File: src/rtl/pdc_pkg.sv
package pdc_pkg;
   typedef enum logic [1:0] {
      OP_CL_UP   = 2'd0,
      OP_CL_DN   = 2'd1,
      OP_GRP_UP  = 2'd2,
      OP_GRP_DN  = 2'd3
   } pdc_op_e;

   typedef enum logic [1:0] {
      PH_IDLE = 2'd0,
      PH_UP2  = 2'd1,
      PH_DN2  = 2'd2
   } pdc_phase_e;
endpackage

File: src/rtl/pdc_idle_tree.sv
module pdc_idle_tree #(
   parameter int NUM_GROUPS   = 4,
   parameter int CL_PER_GRP   = 4,
   parameter int CORES_PER_CL = 4,
   localparam int NUM_CL      = NUM_GROUPS * CL_PER_GRP,
   localparam int NUM_CORES   = NUM_CL * CORES_PER_CL
) (
   input  logic [NUM_CORES-1:0]  core_idle,
   input  logic [NUM_GROUPS-1:0] grp_en,
   output logic [NUM_CL-1:0]     cl_idle,
   output logic [NUM_CL-1:0]     cl_parent_on,
   output logic [NUM_GROUPS-1:0] grp_idle
);
   for (genvar c = 0; c < NUM_CL; c++) begin : g_cl
      assign cl_idle[c]      = &core_idle[c*CORES_PER_CL +: CORES_PER_CL];
      assign cl_parent_on[c] = grp_en[c / CL_PER_GRP];
   end

   for (genvar g = 0; g < NUM_GROUPS; g++) begin : g_grp
      assign grp_idle[g] = &cl_idle[g*CL_PER_GRP +: CL_PER_GRP];
   end
endmodule

File: src/rtl/pdc_req_check.sv
module pdc_req_check
   import pdc_pkg::*;
#(
   parameter int NUM_GROUPS = 4,
   parameter int CL_PER_GRP = 4,
   localparam int NUM_CL    = NUM_GROUPS * CL_PER_GRP,
   localparam int IDX_W     = $clog2(NUM_CL)
) (
   input  logic                  busy,
   input  pdc_op_e               op,
   input  logic [IDX_W-1:0]      idx,
   input  logic [NUM_CL-1:0]     cl_idle,
   input  logic [NUM_CL-1:0]     cl_parent_on,
   input  logic [NUM_GROUPS-1:0] grp_idle,
   output logic                  ok
);
   logic cl_hit_up, cl_hit_dn, grp_hit_up, grp_hit_dn;

   always_comb begin
      cl_hit_up  = 1'b0;
      cl_hit_dn  = 1'b0;
      grp_hit_up = 1'b0;
      grp_hit_dn = 1'b0;
      for (int c = 0; c < NUM_CL; c++) begin
         if (idx == IDX_W'(c)) begin
            cl_hit_up = cl_parent_on[c];
            cl_hit_dn = cl_idle[c];
         end
      end
      for (int g = 0; g < NUM_GROUPS; g++) begin
         if (idx == IDX_W'(g)) begin
            grp_hit_up = 1'b1;
            grp_hit_dn = grp_idle[g];
         end
      end
      unique case (op)
         OP_CL_UP:  ok = !busy && cl_hit_up;
         OP_CL_DN:  ok = !busy && cl_hit_dn;
         OP_GRP_UP: ok = !busy && grp_hit_up;
         default:   ok = !busy && grp_hit_dn;
      endcase
   end
endmodule

File: src/rtl/pdc_seq.sv
module pdc_seq
   import pdc_pkg::*;
#(
   parameter int NUM_GROUPS = 4,
   parameter int CL_PER_GRP = 4,
   localparam int NUM_CL    = NUM_GROUPS * CL_PER_GRP,
   localparam int IDX_W     = $clog2(NUM_CL),
   localparam int GW        = (NUM_GROUPS > 1) ? $clog2(NUM_GROUPS) : 1
) (
   input  logic                  clk,
   input  logic                  rst_n,
   input  logic                  req_valid,
   input  pdc_op_e               op,
   input  logic [IDX_W-1:0]      idx,
   input  logic                  ok,
   input  logic [NUM_CL-1:0]     cl_idle,
   output logic                  busy,
   output logic                  ack,
   output logic                  rej,
   output logic                  err,
   output logic [NUM_CL-1:0]     cl_en,
   output logic [NUM_GROUPS-1:0] grp_en
);
   pdc_phase_e     phase;
   logic [GW-1:0]  pend;

   assign busy = (phase != PH_IDLE);

   always_ff @(posedge clk or negedge rst_n) begin
      if (!rst_n) begin
         phase  <= PH_IDLE;
         pend   <= '0;
         ack    <= 1'b0;
         rej    <= 1'b0;
         err    <= 1'b0;
         cl_en  <= '0;
         grp_en <= '0;
      end else begin
         ack <= 1'b0;
         rej <= 1'b0;
         if (req_valid && !ok) begin
            rej <= 1'b1;
            err <= 1'b1;
         end
         unique case (phase)
            PH_UP2: begin
               for (int g = 0; g < NUM_GROUPS; g++)
                  if (pend == GW'(g))
                     for (int k = 0; k < CL_PER_GRP; k++)
                        cl_en[g*CL_PER_GRP + k] <= 1'b1;
               phase <= PH_IDLE;
            end
            PH_DN2: begin
               for (int g = 0; g < NUM_GROUPS; g++)
                  if (pend == GW'(g)) grp_en[g] <= 1'b0;
               phase <= PH_IDLE;
            end
            default: begin
               if (req_valid && ok) begin
                  ack <= 1'b1;
                  unique case (op)
                     OP_CL_UP, OP_CL_DN: begin
                        for (int c = 0; c < NUM_CL; c++)
                           if (idx == IDX_W'(c)) cl_en[c] <= (op == OP_CL_UP);
                     end
                     OP_GRP_UP: begin
                        for (int g = 0; g < NUM_GROUPS; g++)
                           if (idx == IDX_W'(g)) grp_en[g] <= 1'b1;
                        pend  <= GW'(idx);
                        phase <= PH_UP2;
                     end
                     default: begin
                        for (int g = 0; g < NUM_GROUPS; g++)
                           if (idx == IDX_W'(g))
                              for (int k = 0; k < CL_PER_GRP; k++)
                                 cl_en[g*CL_PER_GRP + k] <= 1'b0;
                        pend  <= GW'(idx);
                        phase <= PH_DN2;
                     end
                  endcase
               end
            end
         endcase
      end
   end


   ack_rej_excl_chk: assert property (@(posedge clk) disable iff (!rst_n)
      !(ack && rej));

   err_hold_chk: assert property (@(posedge clk) disable iff (!rst_n)
      $past(err) |-> err);

   busy_reject_chk: assert property (@(posedge clk) disable iff (!rst_n)
      (busy && req_valid) |=> rej);

   for (genvar c = 0; c < NUM_CL; c++) begin : g_chk

      inclusion_chk: assert property (@(posedge clk) disable iff (!rst_n)
         cl_en[c] |-> grp_en[c / CL_PER_GRP]);

      up_under_parent_chk: assert property (@(posedge clk) disable iff (!rst_n)
         $rose(cl_en[c]) |-> $past(grp_en[c / CL_PER_GRP]));

      down_when_idle_chk: assert property (@(posedge clk) disable iff (!rst_n)
         $fell(cl_en[c]) |-> $past(cl_idle[c]));
   end

   for (genvar g = 0; g < NUM_GROUPS; g++) begin : g_gchk

      leaves_first_chk: assert property (@(posedge clk) disable iff (!rst_n)
         $fell(grp_en[g]) |-> ($past(cl_en[g*CL_PER_GRP +: CL_PER_GRP]) == '0));
   end
endmodule

File: src/rtl/hier_pwr_ctrl.sv
module hier_pwr_ctrl
   import pdc_pkg::*;
#(
   parameter int NUM_GROUPS   = 4,
   parameter int CL_PER_GRP   = 4,
   parameter int CORES_PER_CL = 4,
   localparam int NUM_CL      = NUM_GROUPS * CL_PER_GRP,
   localparam int NUM_CORES   = NUM_CL * CORES_PER_CL,
   localparam int IDX_W       = $clog2(NUM_CL)
) (
   input  logic                  clk,
   input  logic                  rst_n,
   input  logic [NUM_CORES-1:0]  core_idle,
   input  logic                  req_valid,
   input  logic [1:0]            req_op,
   input  logic [IDX_W-1:0]      req_idx,
   output logic                  req_ack,
   output logic                  req_rej,
   output logic                  err_sticky,
   output logic [NUM_CL-1:0]     cl_pwr_en,
   output logic [NUM_GROUPS-1:0] grp_pwr_en
);
   if (NUM_GROUPS < 1 || CL_PER_GRP < 1 || CORES_PER_CL < 1) begin : g_bad_size
      $error("hier_pwr_ctrl: every tree dimension must be at least 1");
   end
   if (NUM_CL < 2) begin : g_bad_cl
      $error("hier_pwr_ctrl: at least two clusters are required");
   end
   if (NUM_GROUPS > NUM_CL) begin : g_bad_idx
      $error("hier_pwr_ctrl: group index must fit in the request index");
   end

   logic [NUM_CL-1:0]     cl_idle, cl_parent_on;
   logic [NUM_GROUPS-1:0] grp_idle;
   logic                  busy, ok;
   pdc_op_e               op;

   assign op = pdc_op_e'(req_op);

   pdc_idle_tree #(
      .NUM_GROUPS(NUM_GROUPS), .CL_PER_GRP(CL_PER_GRP), .CORES_PER_CL(CORES_PER_CL)
   ) u_idle (
      .core_idle(core_idle), .grp_en(grp_pwr_en),
      .cl_idle(cl_idle), .cl_parent_on(cl_parent_on), .grp_idle(grp_idle)
   );

   pdc_req_check #(.NUM_GROUPS(NUM_GROUPS), .CL_PER_GRP(CL_PER_GRP)) u_check (
      .busy(busy), .op(op), .idx(req_idx), .cl_idle(cl_idle),
      .cl_parent_on(cl_parent_on), .grp_idle(grp_idle), .ok(ok)
   );

   pdc_seq #(.NUM_GROUPS(NUM_GROUPS), .CL_PER_GRP(CL_PER_GRP)) u_seq (
      .clk(clk), .rst_n(rst_n), .req_valid(req_valid), .op(op), .idx(req_idx),
      .ok(ok), .cl_idle(cl_idle), .busy(busy), .ack(req_ack), .rej(req_rej),
      .err(err_sticky), .cl_en(cl_pwr_en), .grp_en(grp_pwr_en)
   );
endmodule

File: config.mk
export PLATFORM = sky130hd
export DESIGN_NAME = hier_pwr_ctrl
export DESIGN_NICKNAME = d
export VERILOG_FILES = /design/src/rtl/pdc_pkg.sv /design/src/rtl/pdc_idle_tree.sv /design/src/rtl/pdc_req_check.sv /design/src/rtl/pdc_seq.sv /design/src/rtl/hier_pwr_ctrl.sv
export SDC_FILE = /design/constraint.sdc
export NUM_CORES = 1
export LEC_CHECK = 0
export BUFFER_PORTS_ARGS = -buffer_cell sky130_fd_sc_hd__buf_2
export CAP_MARGIN = 5
export CORE_MARGIN = 2
export CORE_UTILIZATION = 35
export CTS_CLUSTER_DIAMETER = 50
export CTS_CLUSTER_SIZE = 14
export DETAILED_ROUTE_END_ITERATION = 8
export GPL_TIMING_DRIVEN = 0
export HOLD_SLACK_MARGIN = 0.03
export PLACE_DENSITY = 0.73
export SKIP_LAST_GASP = 1
export SLEW_MARGIN = 20
export SYNTH_ARGS = -nofsm -noshare
export SYNTH_HDL_FRONTEND = slang
export SYNTH_SLANG_ARGS = --single-unit
File: constraint.sdc
create_clock -name clk -period 2 [get_ports clk]
set_input_delay 0.4 -clock clk [delete_from_list [all_inputs] [get_ports clk]]
set_output_delay 0.4 -clock clk [all_outputs]
set_load 0.01 [all_outputs]
==> metrics.txt, run 1 <==
Area growth syn-to-layout 48.04%; Clock Path Buffers 2; Core ar. about 6000 µm²; final setup margin -0.4336 ns; row count 28; most crowded layer after global routing met2; Synth Register Bits 27; WS Path Type in2reg; status complete, but fails checks; Die H roughly 83 µm; Unique masters post-synth 54; Avg Cell Area, Syn about 8 µm²; IO buf count between 90 and 100; worst slack, placed -0.9857 ns; worst r2r src u_seq.grp_en[0]; CTS root buf clkbuf_8; total number of yosys warnings 0; gr usage total 20.62%; CP endpoint kind flip-flop; switching pwr ~1.3 mW; Vias/cell 5.685; Peak Freq 0.4109 GHz; P_leak 1.426 nW; syn_nets about 350; commonest non-fill, non-tap cells in the layout 92 x buf_2, 27 x dfrtp_1, 21 x inv_1; Worst setup SP type input port; Max Cap Violations 0; mux cell area share after synthesis 1.929%; post-synthesis compound-gate area fraction between 20% and 30%; later-pin clock latency in the skew report between 0.2 and 0.3 ns; setup violators final 26; Simple-Gate Fraction of Synth Area between 30 and 40%; n_diodes 0; CTS Buf Count 3; WL final 7604 µm; nets 466; actual slew at the worst max-slew pin about 0.64 ns; worst hold-check path type in2async; Layout Skew between 0.005 and 0.006 ns; Slew Limit Fails 0; Routed Antenna Nets 0; Vias about 2,600; crit path DAT 2.59 ns; DRC 0; Worst R2R End u_seq.cl_en[4]; Reg2Reg Depth 8; largest family of logic cells by synthesized area simple AND/OR/NAND/NOR gates; logic gate share of total power between 60% and 70%; failing checks negative setup slack; Avg WL per Cell around 16 µm; Overflow after GRT 0; Seq pwr share between 20% and 30%; CTS tree yes; Worst Path Max Fanout 8; final period utilization 121.7%; initial antenna violation count 0; Sw Share 43.12%; RSZ-0062 raised after global routing yes; H-tree levels 1; hold_buf cts 0; die span in x 83.39 µm; clock network power share roughly 10%; GRT met1 Usage 27.07%; Synth Instances 275; vias in the first global route about 2,500; synthesized-area fraction occupied by adder cells between 1.5 and 2%; mapped cell area ~2200 µm²; Placer Congestion around 0.89; post-synth top area share 30.63%; largest net degree at the start of global routing 28; Pre-Repair DR Iteration Count 4; Fin. Hold Viols 0; Post-Synth XOR/XNOR Area 0%; post-DP HPWL approximately 5600 µm; min Tclk post-route 2.434 ns; fraction of layout cells with a size suffix above 1 about 44%; area leader, netlist dfrtp_1; register area share after synthesis 30.63%; Power Internal about 1.7 mW; r2r setup slk -0.39 ns; # IOs between 90 and 100; initial cell density of the core between 30 and 40%; met2 Use GR between 30% and 40%; EDFF count, synth 0; top post-synthesis cells by area dfrtp_1 31%, o21ai_0 5.2%, o311a_1 5.0%; Async SR Flop Fraction 100.0%; Iteration-0 DRC Markers ~170; Worst VDD drop roughly 0.00063 V; clk sinks 27; Global Route met3 Usage about 4.2%; Hold Slack around 0.14 ns; total die area 6954 µm²; most common cell after layout, fill and taps aside buf_2; first-pass GRT wire length around 12,000 µm; Worst-path clk slew 0.09 ns; Rel. slew slack between 50% and 60%; Top FF cell, synth dfrtp_1; Req. time, crit path 2.16 ns; Power Dens Cells between 900 and 1000 nW/µm²
[power groups by stage]
stage | Clock (mW) | Sequential [mW] | Combinational (mW)
2_1_floorplan | 0 | 0.970 | 0.951
3_3_place_gp | 0 | 0.900 | 1.49
3_5_place_dp | 0 | 0.906 | 1.53
4_1_cts | 0.323 | 0.895 | 1.66
5_1_grt | 0.344 | 0.924 | 2.02
6_report | 0.314 | 0.894 | 1.86
[through the flow]
stage | util (%) | cells | power (mW) | instance area, µm² | setup TNS [ns]
2_1_floorplan | - | 275 | 1.921 | 2260 | -7.003
3_3_place_gp | 47.14 | 444 | 2.394 | 2824 | -21.50
3_5_place_dp | 47.14 | 444 | 2.434 | 2824 | -21.19
4_1_cts | 51.19 | 455 | 2.880 | 3067 | -7.945
5_1_grt | 54.51 | 464 | 3.290 | 3266 | -10.13
6_report | 54.51 | 464 | 3.064 | 3266 | -8.966
[cells in the mapped netlist, drive strengths merged (2+ instances only)]
| cell type | instances |
|---|---|
| ha | 3 |
| nor2b | 7 |
| nor2 | 18 |
| nand2b | 12 |
| nor4 | 7 |
| o21ai | 23 |
| dfrtp | 27 |
| or3 | 3 |
| nand4 | 17 |
| nor3b | 6 |
| nand2 | 8 |
| o211ai | 7 |
| nor3 | 9 |
| clkbuf | 12 |
| buf | 5 |
| a211oi | 5 |
| a221oi | 2 |
| o311a | 11 |
| nor4b | 3 |
| nand3b | 2 |
| or4b | 2 |
| mux2 | 2 |
| o31ai | 6 |
| a32oi | 2 |
| inv | 21 |
| a21oi | 18 |
| and2 | 5 |
| or2 | 6 |
| mux2i | 2 |
| nand3 | 5 |
[what timing repair did]
item                                    CTS  global route
resized for setup                        38            28
endpoints found under the setup margin   27            26
cloned                                    0             2
pin swaps                                 6             5
buffers inserted                          8             7
[sequential cells by signal, indices dropped and copies added, names as in the netlist]
name and flops:
u_seq.cl_en 16, u_seq.pend 2, u_seq.rej 1, u_seq.err 1
u_seq.grp_en 4, u_seq.phase 2, u_seq.ack 1
[worst max-delay path, cell delays in order]
cell and delay (ns):
buf_12 0.11, or4b_4 0.53, or3_1 0.35, o32a_1 0.20
nand3_2 0.13, o211ai_4 0.16, buf_6 0.18, or2_4 0.25
o311a_1 0.29
[cells by family (layout without fill, tap and decap cells)]
family	Yosys count	after routing
DFF	27	27
muxes	4	4
and+or+nand+nor	114	114
AOI/OAI and AO/OA	88	88
adders and majority gates	3	3
buffers and inverters	39	153
[area by class of cell]
type | instances | area, µm²
Buffer | 16 | 112.6
Clock buffer | 4 | 45.04
Fill cell | 589 | 2725
Inverter | 22 | 83.83
Multi-Input combinational cell | 209 | 1603
Sequential cell | 27 | 675.6
Tap cell | 75 | 93.84
Timing Repair Buffer | 111 | 651.9
[how the worst max path moves through the flow]
stage / start / endpoint / slack [ns] / depth (start not counted)
2_1_floorplan: req_idx[0] / u_seq.cl_en[4] / -0.33 / 8
3_3_place_gp: req_idx[2] / u_seq.cl_en[4] / -0.97 / 10
3_5_place_dp: req_idx[2] / u_seq.cl_en[15] / -0.99 / 10
4_1_cts: req_idx[3] / u_seq.cl_en[1] / -0.40 / 9
5_1_grt: u_seq.grp_en[0] / u_seq.phase[1] / -0.45 / 9
6_report: req_idx[3] / u_seq.cl_en[1] / -0.43 / 9
[per-layer routing]
metal | vias to the layer above | part of all wire [%]
li1 | 1279 | -
met1 | 1244 | 43
met2 | 110 | 50
met3 | 5 | 7.3
met4 | 0 | 0.49
met5 | - | 0
(Power assumes the default switching activity.)
==> run 2: changes to the inputs <==
--- a/config.mk
+++ b/config.mk
@@ -9,6 +9,7 @@
 export CAP_MARGIN = 5
 export CORE_MARGIN = 2
 export CORE_UTILIZATION = 35
+export CTS_BUF_LIST = sky130_fd_sc_hd__clkbuf_8
 export CTS_CLUSTER_DIAMETER = 50
 export CTS_CLUSTER_SIZE = 14
 export DETAILED_ROUTE_END_ITERATION = 8
==> run 2 against run 1 <==
Compared with the run above: the run still ends with negative setup slack left; combinational power is essentially flat; die area unchanged; register-to-register slack barely moved; routed wire length is 0.25% lower; clock skew fell by 0.00067 ns; total power down 0.18%; sequential cell count did not move; final cell count unchanged; worst hold slack got worse by 0.0074 ns; clock-buffer cell count fell by 1; core utilization did not move; largest cell class unchanged; largest power group unchanged.
==> metrics.txt, run 2 (synthesis results as in run 1) <==
status complete, but fails checks; failing checks negative setup slack; initial antenna violation count 0 (unchanged); Worst-path clk slew 0.09 ns (about the same); post-route cell area 3266 µm² (unchanged); most common cell after layout, fill and taps aside buf_2; Seq pwr share 29.2% (about the same); commonest non-fill, non-tap cells in the layout 92 x buf_2, 27 x dfrtp_1, 22 x inv_1; post-DP HPWL 5594 µm (unchanged); Routed Antenna Nets 0 (unchanged); CTS tree yes; Clock Path Buffers 2 (unchanged); Vias 2,630 (-0.30%); Cell Area, Placed 2824 µm² (unchanged); later-pin clock latency in the skew report 0.27 ns (about the same); total die area 6954 µm² (unchanged); actual slew at the worst max-slew pin 0.6273 ns (-0.01552 ns); die span in x 83.39 µm (unchanged); min Tclk post-route 2.432 ns (-0.001597 ns); largest net degree at the start of global routing 28 (unchanged); RSZ-0062 raised after global routing yes; H-tree levels 1 (unchanged); Largest register FFs 16 (unchanged); CP endpoint kind flip-flop; P_leak 1.430 nW (+0.29%); WS Path Type in2reg; Core ar. 5991 µm² (unchanged); biggest regs u_seq.cl_en: 16 flops, u_seq.grp_en: 4 flops; CTS Buf Count 3 (unchanged); final period utilization 121.6% (about the same); worst hold-check path type in2async; Worst R2R End u_seq.cl_en[4]; Tot Pwr 3.058 mW (-0.18%); worst r2r src u_seq.grp_en[0]; Fin. Hold Viols 0 (unchanged); n_diodes 0 (unchanged); Area growth syn-to-layout 48.04% (unchanged); clock network power share 10.2% (about the same); Reg2Reg Depth 8 (unchanged); Overflow after GRT 0 (unchanged); vias in the first global route 2,541 (unchanged); Peak Freq 0.4112 GHz (about the same); CTS root buf clkbuf_8; IO buf count 94 (unchanged); Req. time, crit path 2.16 ns (about the same); Slew Limit Fails 0 (unchanged); clk sinks 27 (unchanged); Worst setup SP type input port; Max Cap Violations 0 (unchanged); Power Dens Cells 936.4 nW/µm² (-0.18%); Die H 83.39 µm (unchanged); crit path DAT 2.59 ns (about the same); # IOs 96 (unchanged); nets 466 (unchanged); Avg WL per Cell 16.35 µm (-0.25%); Placer Congestion 0.8878 (unchanged); Sw Share 43.18% (+0.061 points); Biggest register u_seq.cl_en; Layout Skew 0.005010 ns (-0.0006722 ns); Worst Path Max Fanout 8 (unchanged); Pre-Repair DR Iteration Count 4 (unchanged); Vias/cell 5.668 (-0.30%); gr usage total 20.62% (unchanged); fraction of layout cells with a size suffix above 1 44.47% (unchanged); r2r setup slk -0.38 ns (about the same); Worst VDD drop 0.0006321 V (-0.11%); setup violators final 26 (unchanged); Power Internal 1.738 mW (-0.29%); WL final 7585 µm (-0.25%); switching pwr 1.320 mW (about the same); Iteration-0 DRC Markers 169 (-2.9%); Rel. slew slack 58.18% (+1.0 points); initial cell density of the core 36.82% (unchanged); row count 28 (unchanged); logic gate share of total power 60.6% (about the same); Hold Slack 0.1310 ns (-0.007441 ns); first-pass GRT wire length 11,960 µm (unchanged); DRC 0 (unchanged); worst slack, placed -0.9857 ns (unchanged); final setup margin -0.4320 ns (+0.001597 ns); setup_tns -8.941 ns (+0.02530 ns)
==> run 2: cell count changes in the layout (fill, tap and decap cells not counted) <==
cell,delta
clkbuf_1,-1
inv_1,+1
==> run 2: critical path, stage by stage <==
cell and delay (ns):
buf_12 0.11, or4b_4 0.53, or3_1 0.35, o32a_1 0.20, nand3_2 0.13, o211ai_4 0.16, buf_6 0.18, or2_4 0.25
o311a_1 0.29
==> run 2: power by group through the flow <==
| stage | Clock [mW] | Sequential (mW) | Combinational (mW) |
|---|---|---|---|
| after floorplan | 0 | 0.970 | 0.951 |
| after global placement | 0 | 0.900 | 1.49 |
| after detailed placement | 0 | 0.906 | 1.53 |
| after CTS | 0.318 | 0.895 | 1.66 |
| after global routing | 0.340 | 0.924 | 2.02 |
| final | 0.311 | 0.893 | 1.85 |
==> run 2: worst max-delay path by stage <==
stage / startpoint / end / slack, ns / cells past startpoint
floorplan: req_idx[0] / u_seq.cl_en[4] / -0.33 / 8
global route: u_seq.grp_en[0] / u_seq.phase[1] / -0.45 / 9
CTS: req_idx[3] / u_seq.cl_en[1] / -0.40 / 9
global placement: req_idx[2] / u_seq.cl_en[4] / -0.97 / 10
finish: req_idx[3] / u_seq.cl_en[1] / -0.43 / 9
detailed placement: req_idx[2] / u_seq.cl_en[15] / -0.99 / 10
==> run 2: timing repair <==
action / 4_1_cts / 5_1_grt
pin swaps: 6 / 5
hold buffers: 0 / 0
gates resized for setup: 38 / 28
setup buffers: 8 / 7
endpoints found under the setup margin: 27 / 26
gates cloned: 0 / 2
==> run 2: cell type report <==
class | count | area (µm²)
Clock buffer | 3 | 41.29
Clock inverter | 1 | 3.754
Sequential cell | 27 | 675.6
Multi-Input combinational cell | 209 | 1603
Inverter | 22 | 83.83
Timing Repair Buffer | 111 | 651.9
Fill cell | 589 | 2725
Buffer | 16 | 112.6
Tap cell | 75 | 93.84
==> run 2: per-stage QoR <==
| stage | std cells | util (%) |
|---|---|---|
| after detailed placement | 444 | 47.14 |
| after CTS | 455 | 51.19 |
| after global placement | 444 | 47.14 |
| final | 464 | 54.51 |
| after global routing | 464 | 54.51 |
| after floorplan | 275 | - |
==> run 2: metal layers <==
metal | vias up | share of wire (%) | GRT usage [%]
met1 | 1249 | 43 | 27.07
met5 | - | 0 | 0
met2 | 98 | 50 | 35.41
met3 | 5 | 6.7 | 4.175
li1 | 1278 | - | -
met4 | 0 | 0.49 | 3.577
==> run 3: changes to the inputs <==
--- a/config.mk
+++ b/config.mk
@@ -20,4 +20,5 @@
 export SLEW_MARGIN = 20
 export SYNTH_ARGS = -nofsm -noshare
 export SYNTH_HDL_FRONTEND = slang
+export SYNTH_HIERARCHICAL = 1
 export SYNTH_SLANG_ARGS = --single-unit
==> run 3 against run 2 <==
Compared with the run above: largest power group unchanged; routed wire length fell by 20%; setup slack improved by 0.021 ns; register-to-register slack worse by 0.03 ns; worst hold slack got worse by 0.014 ns; total power down 6.2%; critical path type is now reg2reg; final cell count down 8.6%; clock power increased by 4%; non-clock buffer count up 7; die area increased by 3.0%; the run still ends with negative setup slack left; first-iteration DRC count is 75% lower; area after synthesis rose by 3.1%.
==> metrics.txt, run 3 <==
Rel. slew slack 60.12% (+1.9 points); hold_buf cts 0 (unchanged); Hold Slack 0.1172 ns (-0.01378 ns); worst slack, placed -0.8704 ns (+0.1153 ns); largest net degree at the start of global routing 28 (unchanged); setup violators final 27 (+3.8%); Worst setup SP type flip-flop; clk sinks 27 (unchanged); Top FF cell, synth dfrtp_1; final std cells w/o fill 424 (-8.6%); DP Cell Count 409 (-7.9%); Final Util 50.89% (-3.6 points); Worst VDD drop 0.0006990 V (+11%); Async SR Flop Fraction 100.0% (unchanged); area leader, netlist dfrtp_1; initial cell density of the core 36.03% (-0.79 points); Die H 84.62 µm (+1.5%); DRC 0 (unchanged); Req. time, crit path 2.17 ns (about the same); logic gate share of total power 57.7% (-2.9 points); actual slew at the worst max-slew pin 0.5982 ns (-0.02909 ns); biggest regs u_seq/cl_en: 16 flops, u_seq/grp_en: 4 flops; slowest stage delay, CP 0.48 ns (-0.05 ns); r2r setup slk -0.41 ns (-0.03 ns); Synth Register Bits 27 (unchanged); Tot Pwr 2.868 mW (-6.2%); post-DP HPWL 4544 µm (-19%); post-synth top area share 29.70% (-0.93 points); Slew Limit Fails 0 (unchanged); CTS Buf Count 3 (unchanged); H-tree levels 1 (unchanged); Power Dens Cells 892.5 nW/µm² (-4.7%); Avg WL per Cell 14.38 µm (-12%); nets 424 (-9.0%); n_diodes 0 (unchanged); Vias 2,238 (-15%); Area growth syn-to-layout 41.25%; row count 29 (+3.6%); Core ar. 6314 µm² (+5.4%); WL final 6098 µm (-20%); most common cell after layout, fill and taps aside buf_2; Largest register FFs 16 (unchanged); crit path DAT 2.58 ns (about the same); later-pin clock latency in the skew report 0.28 ns (about the same); top post-synthesis cells by area dfrtp_1 30%, mux2_1 8.4%, and4_1 7.7%; CTS root buf clkbuf_8; initial antenna violation count 0 (unchanged); min Tclk post-route 2.411 ns (-0.02083 ns); Avg Cell Area, Syn 9.598 µm² (+20%); Synth Instances 237 (-14%); Unique masters post-synth 54 (unchanged); Seq pwr share 31.0% (+1.8 points); Biggest register u_seq/cl_en; Max Cap Violations 0 (unchanged); Routed Antenna Nets 0 (unchanged); Power Internal 1.717 mW (-1.2%); Reg2Reg Depth 8 (unchanged); final setup margin -0.4112 ns (+0.02083 ns); Fin. Hold Viols 0 (unchanged); Overflow after GRT 0 (unchanged); # IOs 96 (unchanged); vias in the first global route 2,233 (-12%); RSZ-0062 raised after global routing yes; Clock Path Buffers 2 (unchanged); Pre-Repair DR Iteration Count 4 (unchanged); total number of yosys warnings 6 (+6); status complete, but fails checks; Peak Freq 0.4147 GHz (+0.86%); CP endpoint kind flip-flop; total die area 7160 µm² (+3.0%); Cell Chain, Critical Path buf_4 -> mux4_2 -> a2111oi_4 -> o21ai_4 -> a31oi_4 -> buf_12 -> nor4_2 -> mux2_1; Synth top cells by count 27 x dfrtp_1, 20 x and4_1, 17 x buf_4, 17 x mux2_1, 15 x o21ai_0; failing checks negative setup slack; Sw Share 40.11% (-3.1 points); switching pwr 1.150 mW (-13%); P_leak 1.554 nW (+8.6%); Worst-path clk slew 0.10 ns (about the same); Worst Path Max Fanout 8 (unchanged); mapped cell area 2275 µm² (+3.1%); IO buf count 95 (+1.1%); Worst path slowest cell mux4_2; Placer Congestion 0.8336 (-6.1%); Worst R2R End u_seq/cl_en[9]; Layout Skew 0.002618 ns (-0.002392 ns); final period utilization 120.6% (-1.0 points); CTS tree yes; worst r2r src u_seq/grp_en[2]; commonest non-fill, non-tap cells in the layout 95 x buf_2, 29 x buf_4, 24 x dfrtp_1; die span in x 84.62 µm (+1.5%); WS Path Type reg2reg; worst hold-check path type in2async; fraction of layout cells with a size suffix above 1 51.87% (+7.4 points); clock network power share 11.2% (+1.0 points); Iteration-0 DRC Markers 43 (-75%); syn_nets 313 (-11%); most common cell in the netlist dfrtp_1; first-pass GRT wire length 10,240 µm (-14%); Vias/cell 5.278 (-6.9%); EDFF count, synth 0 (unchanged); register area share after synthesis 29.70% (-0.93 points); gr usage total 17.29% (-3.3 points)
[run 3: changes by cell type in the layout (fill, tap and decap cells not counted), moves of 11 or more]
cell	before	now
inv_1	22	7
buf_4	14	29
and4_1	1	20
a21oi_1	17	6
o311a_1	11	0
mux2_4	1	12
[run 3: worst max path at each step]
stage | cells past startpoint | slack, ns | start | to
5_1_grt | 8 | -0.50 | u_seq/grp_en[2] | u_seq/cl_en[9]
4_1_cts | 8 | -0.38 | u_seq/grp_en[2] | u_seq/cl_en[3]
3_3_place_gp | 9 | -0.79 | req_idx[2] | u_seq/pend[1]
3_5_place_dp | 9 | -0.87 | req_idx[2] | u_seq/pend[1]
6_report | 8 | -0.41 | u_seq/grp_en[2] | u_seq/cl_en[9]
2_1_floorplan | 10 | -0.35 | core_idle[58] | u_seq/cl_en[10]
[run 3: power groups by stage]
stage          registers, mW  clock network (mW)  logic [mW]
2_1_floorplan          0.971                   0       0.845
3_3_place_gp           0.891                   0        1.34
3_5_place_dp           0.897                   0        1.36
4_1_cts                0.889               0.337        1.54
5_1_grt                0.921               0.354        1.81
6_report               0.890               0.323        1.66
[run 3: metrics by stage]
stage	area [µm²]	setup TNS, ns
global placement	2932	-16.29
floorplan	2360	-6.660
detailed placement	2932	-18.18
CTS	3113	-7.221
global route	3213	-10.79
finish	3213	-8.615
[run 3: cell type report]
| class | instances | area, µm² |
|---|---|---|
| timing repair buffer | 106 | 579.3 |
| fill | 616 | 3100 |
| buffer | 28 | 220.2 |
| clock buffer | 3 | 41.29 |
| sequential | 27 | 679.4 |
| clock inverter | 1 | 7.507 |
| inverter | 7 | 26.28 |
| tap | 77 | 96.34 |
| multi-input combinational | 175 | 1563 |
[run 3: cell families after synthesis]
| logic type | after synthesis | synth area share [%] |
|---|---|---|
| AO/OA/AOI/OAI | 53 | 15.62 |
| adder cells (fa/ha/maj) | 3 | 1.650 |
| multiplexers | 28 | 15.40 |
| flip-flops | 27 | 29.70 |
| AND/OR/NAND/NOR | 91 | 27.34 |
| buffers and inverters | 35 | 10.29 |
[run 3: routing by layer]
metal	vias up	share of wire [%]	global-route usage, %	wire, µm
met2	51	48	29.92	2948
li1	1110	-	-	-
met3	8	4.7	2.557	285
met1	1069	45	21.89	2757
met4	0	1.7	6.205	106
met5	-	0	0	0
[run 3: repair_timing]
| action | CTS | global route |
|---|---|---|
| setup buffers | 7 | 5 |
| endpoints found under the hold margin | 0 | 0 |
| pin swaps | 5 | 2 |
| setup endpoints to repair | 24 | 27 |
| resized for setup | 20 | 16 |
[run 3: critical path, delay by kind of cell (launching register included)]
kind | cells | cell delay (ns)
compound gates | 3 | 0.70
buf+inv | 2 | 0.30
flops | 1 | 0.46
mux | 2 | 0.79
simple gates | 1 | 0.05
